==> src/rtl/mcache_pkg.sv <==
package mcache_pkg;
    typedef enum logic [1:0] {
        ST_IDLE  = 2'd0,
        ST_ISSUE = 2'd1,
        ST_WAIT  = 2'd2
    } fill_st_e;
endpackage

==> src/rtl/mcache_ram.sv <==
module mcache_ram #(
    parameter int DEPTH = 64,
    parameter int DW    = 32,
    localparam int IW   = $clog2(DEPTH)
) (
    input  logic          clk,
    input  logic          wr_en,
    input  logic [IW-1:0] wr_idx,
    input  logic [DW-1:0] wr_data,
    input  logic [IW-1:0] rd_idx,
    output logic [DW-1:0] rd_data
);
    logic [DW-1:0] store [DEPTH];
    logic [DW-1:0] rd_q;

    always_ff @(posedge clk) begin
        if (wr_en) store[wr_idx] <= wr_data;
    end

    always_ff @(posedge clk) begin
        rd_q <= store[rd_idx];
    end

    assign rd_data = rd_q;
endmodule

==> src/rtl/mcache_bytesel.sv <==
module mcache_bytesel (
    input  logic        clk,
    input  logic        rst_n,
    input  logic [1:0]  lane_in,
    input  logic [31:0] word_in,
    output logic [7:0]  byte_out
);
    logic [1:0] lane_d, lane_q;

    always_comb begin
        lane_d = lane_in;
    end

    always_ff @(posedge clk) begin
        if (!rst_n) lane_q <= 2'd0;
        else        lane_q <= lane_d;
    end

    always_comb begin
        byte_out = word_in[8*lane_q +: 8];
    end
endmodule

==> src/rtl/mcache_ctrl.sv <==
module mcache_ctrl
    import mcache_pkg::*;
#(
    parameter int AW        = 20,
    parameter int LEN_W     = 16,
    parameter int CAP_WORDS = 64,
    localparam int IW       = $clog2(CAP_WORDS)
) (
    input  logic             clk,
    input  logic             rst_n,
    input  logic             req_valid,
    input  logic [AW-1:0]    req_base,
    input  logic [LEN_W-1:0] req_len,
    input  logic             mem_rvalid,
    output logic             busy,
    output logic             hit,
    output logic             err,
    output logic             mem_req,
    output logic [AW-1:0]    mem_addr,
    output logic             wr_en,
    output logic [IW-1:0]    wr_idx
);
    localparam logic [LEN_W-1:0] CAP_L = LEN_W'(CAP_WORDS);

    typedef struct packed {
        fill_st_e         st;
        logic [AW-1:0]    base;
        logic [LEN_W-1:0] len;
        logic [LEN_W-1:0] cnt;
        logic             resident;
        logic             hit;
        logic             err;
    } ctrl_t;

    ctrl_t q, d;

    always_comb begin
        d       = q;
        d.hit   = 1'b0;
        wr_en   = 1'b0;
        case (q.st)
            ST_IDLE: begin
                if (req_valid) begin
                    if (req_len == '0 || req_len > CAP_L) begin
                        d.err = 1'b1;
                    end else begin
                        d.err = 1'b0;
                        if (q.resident && req_base == q.base) begin
                            d.hit = 1'b1;
                        end else begin
                            d.base     = req_base;
                            d.len      = req_len;
                            d.cnt      = '0;
                            d.resident = 1'b0;
                            d.st       = ST_ISSUE;
                        end
                    end
                end
            end
            ST_ISSUE: begin
                d.st = ST_WAIT;
            end
            ST_WAIT: begin
                if (mem_rvalid) begin
                    wr_en = 1'b1;
                    d.cnt = q.cnt + 1'b1;
                    if (q.cnt + 1'b1 == q.len) begin
                        d.st       = ST_IDLE;
                        d.resident = 1'b1;
                    end else begin
                        d.st = ST_ISSUE;
                    end
                end
            end
            default: d.st = ST_IDLE;
        endcase
    end

    always_ff @(posedge clk) begin
        if (!rst_n) begin
            q.st       <= ST_IDLE;
            q.base     <= '0;
            q.len      <= '0;
            q.cnt      <= '0;
            q.resident <= 1'b0;
            q.hit      <= 1'b0;
            q.err      <= 1'b0;
        end else begin
            q <= d;
        end
    end

    assign busy     = (q.st != ST_IDLE);
    assign hit      = q.hit;
    assign err      = q.err;
    assign mem_req  = (q.st == ST_ISSUE);
    assign mem_addr = q.base + AW'(q.cnt);
    assign wr_idx   = q.cnt[IW-1:0];
endmodule

==> src/rtl/method_cache.sv <==
module method_cache #(
    parameter int AW        = 20,
    parameter int LEN_W     = 16,
    parameter int CAP_WORDS = 64,
    localparam int IW       = $clog2(CAP_WORDS),
    localparam int OW       = IW + 2
) (
    input  logic             clk,
    input  logic             rst_n,
    input  logic             req_valid,
    input  logic [AW-1:0]    req_base,
    input  logic [LEN_W-1:0] req_len,
    output logic             busy,
    output logic             hit,
    output logic             err,
    output logic             mem_req,
    output logic [AW-1:0]    mem_addr,
    input  logic [31:0]      mem_rdata,
    input  logic             mem_rvalid,
    input  logic [OW-1:0]    fetch_off,
    output logic [7:0]       fetch_byte
);
    logic          wr_en;
    logic [IW-1:0] wr_idx;
    logic [31:0]   rd_word;

    mcache_ctrl #(.AW(AW), .LEN_W(LEN_W), .CAP_WORDS(CAP_WORDS)) u_ctrl (
        .clk(clk), .rst_n(rst_n),
        .req_valid(req_valid), .req_base(req_base), .req_len(req_len),
        .mem_rvalid(mem_rvalid),
        .busy(busy), .hit(hit), .err(err),
        .mem_req(mem_req), .mem_addr(mem_addr),
        .wr_en(wr_en), .wr_idx(wr_idx)
    );

    mcache_ram #(.DEPTH(CAP_WORDS), .DW(32)) u_ram (
        .clk(clk), .wr_en(wr_en), .wr_idx(wr_idx), .wr_data(mem_rdata),
        .rd_idx(fetch_off[OW-1:2]), .rd_data(rd_word)
    );

    mcache_bytesel u_sel (
        .clk(clk), .rst_n(rst_n), .lane_in(fetch_off[1:0]),
        .word_in(rd_word), .byte_out(fetch_byte)
    );
endmodule

==> config.mk <==
export PLATFORM = sky130hd
export DESIGN_NAME = method_cache
export DESIGN_NICKNAME = d
export VERILOG_FILES = /design/src/rtl/mcache_pkg.sv /design/src/rtl/mcache_ram.sv /design/src/rtl/mcache_bytesel.sv /design/src/rtl/mcache_ctrl.sv /design/src/rtl/method_cache.sv
export SDC_FILE = /design/constraint.sdc
export NUM_CORES = 2
export LEC_CHECK = 0
export ABC_AREA = 1
export BUFFER_PORTS_ARGS = -buffer_cell sky130_fd_sc_hd__buf_2
export CORE_ASPECT_RATIO = 0.9
export CORE_MARGIN = 2
export CORE_UTILIZATION = 47
export CTS_BUF_LIST = sky130_fd_sc_hd__clkbuf_8
export DETAILED_ROUTE_END_ITERATION = 16
export HOLD_SLACK_MARGIN = 0.12
export SLEW_MARGIN = 20
export SYNTH_ARGS = -nofsm -noshare
export SYNTH_HDL_FRONTEND = slang
export SYNTH_SLANG_ARGS = --single-unit
==> constraint.sdc <==
create_clock -name clk -period 3 [get_ports clk]
set_input_delay 0.45 -clock clk [delete_from_list [all_inputs] [get_ports clk]]
set_output_delay 0.45 -clock clk [all_outputs]
set_load 0.01 [all_outputs]
; Word-level counts from Yosys, hierarchy flattened
; Memories as Yosys holds them, arrays and structs flattened. A register that Yosys moved wholly into a read port is not among the register bits.
; Index checks and enable logic that the tools add are counted.
[totals]
n_memories = 1
out_inout_bits = 32
elab_cells = 54
reg_bits = 59
input_bits = 80
ramBits = 2048
[op_classes]
reduce_logical = 12
shift = 1
n_bitwise = 5
add_sub_neg = 2
magnitude_cmp = 1
muxes = 15
n_eq_ne = 9
[mem_list]
columns = name, words, width, read_ports, rd_clocked_by_memory_dff, write_ports, line
row1 = u_ram.store, 64, 32, 1, 1, 1, mcache_ram.sv:13  ; logic [DW-1:0] store [DEPTH];
[op_table]
columns = op, count
row1 = 57-bit two-way mux, 1
row2 = 56-bit two-way mux, 1
row3 = 55-bit two-way mux, 1
row4 = 17-bit case mux with 2 select lines, 1
row5 = 32-bit by 6-bit indexed part select with 8-bit output, 1
row6 = 20-bit by 16-bit adder with 20-bit output, 1
row7 = 20-bit equality test, 1
row8 = 17-bit two-way mux, 1
row9 = 16-bit by 1-bit adder with 16-bit output (second input constant), 1
row10 = 16-bit equality test, 1
row11 = 16-bit by 7-bit > comparator with 1-bit output (second input constant), 1
row12 = 16-bit logical NOT, 1
row13 = 1-bit two-way mux, 8
row14 = 2-bit inequality test (second input constant), 4
row15 = 4-bit AND reduction, 2
row16 = 2-bit case mux with 3 select lines, 1
row17 = 6-bit AND reduction, 1
row18 = 1-bit NOT, 5
row19 = 5-bit AND reduction, 1
row20 = 2-bit nonzero test, 2
row21 = 4-bit OR reduction, 1
row22 = 2-bit by 1-bit equality test with 1-bit output (second input constant), 1
row23 = 2-bit equality test (second input constant), 1
row24 = 2-bit logical NOT, 1
row25 = other kinds (5), 5

; Depth between registers and ports, before layout
[logic_depth]
depth_word = 6
depth_mapped = 14
ltp_nobuf = 14

; By module
; A second synthesis with hierarchy kept.
[unflattened]
cells_unflattened = 7485
hier_area_um2 = 87243.7
[by_module_without_submodules]
columns = module, seq_area_each_um2, area_per_inst_um2, cells_each, instances
row1 = mcache_ram, 62139.6, 82738.1, 6769, 1
row2 = mcache_ctrl, 1141.1, 4055.1, 616, 1
row3 = mcache_bytesel, 40.0, 450.4, 100, 1

; Worst setup path after synthesis
; Ideal clock, no wire load.
[synth_timing]
kind = input to register
from = in mem_rvalid
to = mem u_ram.store[10][0], enable pin
required_ps = 2579
setup_slack_ps = 235
path_buffers = 0
stages = 4
t_arrival_ps = 2344
cell_sequence = inv_1 -> nor2_4 -> nand4_1 -> nor2_1
[synth_between]
elab_chain_cells = 4
[synth_rtl]
columns = item, line
row1 = start: declaration, method_cache.sv:19  ; input logic mem_rvalid,
row2 = 1-bit two-way mux, mcache_ctrl.sv:64  ; if (mem_rvalid) begin
row3 = 1-bit two-way mux, mcache_ctrl.sv:41  ; case (q.st)
row4 = 1-bit two-way mux, mcache_ram.sv:17  ; if (wr_en) store[wr_idx] <= wr_data;
row5 = 1-bit two-way mux (implied by the code), mcache_ram.sv:17
row6 = end: declaration, mcache_ram.sv:13
; Every way passes these cells.

; Worst setup path in the final report
[layout_timing]
from = reg u_ctrl.q, in the netlist u_ctrl.wr_idx[0]
to = out mem_addr[18]
[layout_between]
elab_chain_cells = 1
[layout_rtl]
columns = item, line
row1 = start: declaration, mcache_ctrl.sv:35  ; ctrl_t q, d;
row2 = 20-bit by 16-bit adder with 20-bit output, mcache_ctrl.sv:97  ; assign mem_addr = q.base + AW'(q.cnt);
row3 = end: declaration, method_cache.sv:17  ; output logic [AW-1:0] mem_addr,
; Every way passes these cells.

==> results.sh <==
export IMPL_status="complete, but fails checks"
export IMPL_failed_checks="negative setup slack"
export IMPL_yosysWarnings=0
export IMPL_cts_made_buffers=364
export IMPL_worstSetupPathType="flip-flop to output port"
export IMPL_cp_end_kind="output port"
export IMPL_yosys_top_cells_area="edfxtp_1, o21ai_0, nor2_1, o22ai_1, nand2_1"
export IMPL_leakagePower_uw=0.0336
export IMPL_vias_per_cell=5.91
export IMPL_dr_pass1_iters=8
export IMPL_final_area_sq_um=99800
export IMPL_hold_path_cell_count=4
export IMPL_grtUsageTotal=0.274
export IMPL_netlist_instances=6879
export IMPL_seq_area_frac_synth=0.739
export IMPL_syn_avg_cell_area_sq_um=12.5
export IMPL_synth_top_area_share=0.717
export IMPL_fin_skew_ns=0.0626
export IMPL_cts_root_buf="clkbuf_8"
export IMPL_fp_coreArea_sq_um=181000
export IMPL_r2r_end="u_ctrl.q[55]$_SDFFE_PN0P_"
export IMPL_hold_path_class="primary input to flip-flop"
export IMPL_yosys_area_top_type="edfxtp_1"
export IMPL_final_layout_size_suffix_gt1_frac=0.141
export IMPL_wl_um=259000
export IMPL_numPortBuffers=111
export IMPL_synthTopCellsByCount="edfxtp_1, nor2_1, o21ai_0"
export IMPL_drtIter0Drc=7772
export IMPL_ant_nets=0
export IMPL_synth_main_ff_cell="edfxtp_1"
export IMPL_dpl_hpwl_um=143000
export IMPL_crit_fanout=2
export IMPL_synth_edff_count=2048
export IMPL_cp_arrival_ns=2.93
export IMPL_netlist_cell_type_count=44
export IMPL_min_delay_start="req_base[9]"
export IMPL_die_area_sq_um=186000
export IMPL_vias=59100
export IMPL_cp_start_kind="flip-flop"
export IMPL_fin_setup_tns_ns=-3.62
export IMPL_worst_pin_slew_ns=0.983
export IMPL_clockBufferDepth=4
export IMPL_critical_path_required_ns=2.55
export IMPL_worst_setup_hold_path_clk_slew_ns=0.07
export IMPL_min_to="u_ctrl.q[44]$_SDFFE_PN0P_"
export IMPL_drv_cap=0
export IMPL_dp_cells=9266
export IMPL_max_slew_margin_rel=0.345
export IMPL_place_area_sq_um=91800
export IMPL_synthesis_nets=6977
export IMPL_hold_viol=0
export IMPL_nets=7440
export IMPL_clock_fmax_mhz=296
export IMPL_die_width_um=454
export IMPL_worst_r2r_startpoint="u_ctrl.wr_idx[1]$_SDFFE_PN0P_"
export IMPL_gp_congestion=0.870
export IMPL_start_util=0.473
export IMPL_overflow=0
export IMPL_synth_cell_area_sq_um=85700
export IMPL_fin_crit_sh=1.13
export IMPL_clk_latency_ns=1.07
export IMPL_drc=0
export IMPL_drv_slew=0
export IMPL_peakVddDrop_mv=0.568
export IMPL_power_density_nw_per_um2=602
export IMPL_setup_ws_ns=-0.380
export IMPL_grt_max_degree=95
export IMPL_avgRoutedWirePerCell_um=25.9
export IMPL_grt_pass1_wl_um=375000
export IMPL_syn2layout_area_growth_pct=16.4
export IMPL_grt_pass1_vias=55700
export IMPL_ff2ff_path_depth=15
export IMPL_cts_sinks=2139
export IMPL_h_tree_depth=5
export IMPL_fp_row_count=148
export IMPL_synth_seq_cells=2139
export IMPL_cts_tree="yes"
export IMPL_yosysMostFrequentCell="edfxtp_1"
export IMPL_power_total_uw=60000
export IMPL_period_needed_ns=3.38
export IMPL_antenna_found_initial=10
export IMPL_io_pin_count=112
export IMPL_die_h_um=409
export IMPL_instances_no_fill=10000
export IMPL_place_ws_ns=0.210
export IMPL_async_flop_share=0
export IMPL_setup_violations=14
export IMPL_rsz0062_at_grt="true"
export IMPL_reg2reg_slack_ns=0.13
## critical path, cell delays in order (launching register included)
cell and delay (ns):
dfxtp_2 0.34, ha_4 0.16, fa_2 0.36, nand3_2 0.10, nand2_4 0.07, a21oi_4 0.17, buf_6 0.13, o21ai_4 0.07
nand3_2 0.08, nand2_2 0.07, nand3_2 0.07, xor2_1 0.13, buf_2 0.15
## metal layers
metal	GRT usage	vias to the layer above	share of wire
met5	0	-	0.000081
met4	0.0907	4	0.030
met3	0.0514	473	0.096
met2	0.412	3023	0.45
met1	0.401	29400	0.42
li1	-	26200	-
## registers in the layout, indices dropped and copies added, names as in the netlist
register and count:
u_ram.store 2048, u_ctrl.q 49, u_ram.rd_data 32, u_ctrl.wr_idx 6, u_sel.lane_q 2, u_ctrl.err 1, u_ctrl.hit 1
## cells in the final DEF (no fill, tap or decap), types with 7 or more instances in the layout
master         synthesis  layout
buf_12                 2     141
o21ai_0             1061    1056
a21oi_2                0       7
ha_4                   0      15
nand3_2                1       7
nand2_1              664     656
a211oi_1              27      27
xor2_1                16      12
inv_1                 99     211
buf_6                 46       7
buf_4                 29     220
or2_1                 28      28
nand3_1              406     397
clkinv_1               2      98
nor2_4                 1      69
clkinv_2               0      33
dlygate4sd3_1          0      85
o21ai_1               34      34
o22ai_1              530     522
nor2_1              1228    1159
dfxtp_1               91      67
edfxtp_1            2048    2048
o22ai_2                0       8
o211ai_1              11      11
buf_2                 85     105
dfxtp_2                0      18
a21oi_1               90      80
clkbuf_8               0     379
nand4_1               19      19
## per-stage QoR
stage               utilization  hold slack [ns]
CTS                       0.550            0.165
detailed placement        0.507            0.463
global placement          0.507            0.458
floorplan                     -            0.439
global route              0.551            0.223
finish                    0.551            0.263
## how the worst max path moves through the flow
stage	start	end	slack [ns]	depth (start not counted)
final	u_ctrl.wr_idx[0]$_SDFFE_PN0P_	mem_addr[18]	-0.38	12
after global routing	u_ctrl.wr_idx[0]$_SDFFE_PN0P_	mem_addr[12]	-0.50	10
after CTS	u_ctrl.q[35]$_SDFFE_PN0P_	mem_addr[12]	-0.56	10
after detailed placement	u_ctrl.wr_idx[0]$_SDFFE_PN0P_	mem_addr[12]	0.21	10
after global placement	u_ctrl.q[35]$_SDFFE_PN0P_	mem_addr[12]	0.15	10
after floorplan	mem_rvalid	u_ram.store[10][0]$_DFFE_PP_	0.23	4
## cells by family (layout without fill, tap and decap cells)
| logic type | count (synthesis) | in the layout | share of synthesized area |
|---|---|---|---|
| AO/OA/AOI/OAI | 1762 | 1762 | 0.112 |
| other | 0 | 5 | 0 |
| flip-flops | 2139 | 2139 | 0.739 |
| XOR/XNOR | 27 | 27 | 0.00293 |
| adder cells (fa/ha/maj) | 18 | 18 | 0.00271 |
| buffers and inverters | 570 | 1298 | 0.0323 |
| AND/OR/NAND/NOR | 2363 | 2363 | 0.111 |
## where the power goes
group	total [uW]	switching [uW]	internal, uW
Sequential	32800	37.0	32700
Clock	23300	11500	11900
Combinational	3930	2760	1170
## area by class of cell
| class | count | area, sq um |
|---|---|---|
| inverters | 106 | 440 |
| well taps | 2400 | 3000 |
| clock inverters | 252 | 1090 |
| repair buffers | 561 | 5970 |
| fillers | 15000 | 81300 |
| flip-flops and latches | 2139 | 63400 |
| multi-input cells | 4170 | 20700 |
| clock buffers | 379 | 5220 |
| diodes | 5 | 12.5 |
## repair_timing
action                                 4_1_cts  5_1_grt
gates resized for setup                     96       44
setup buffers                               19        6
endpoints found under the hold margin     1255        0
pin swaps                                   29       23
setup endpoints to repair                   25       26
hold buffers                                86        0
Power figures use the tool's default switching activity.
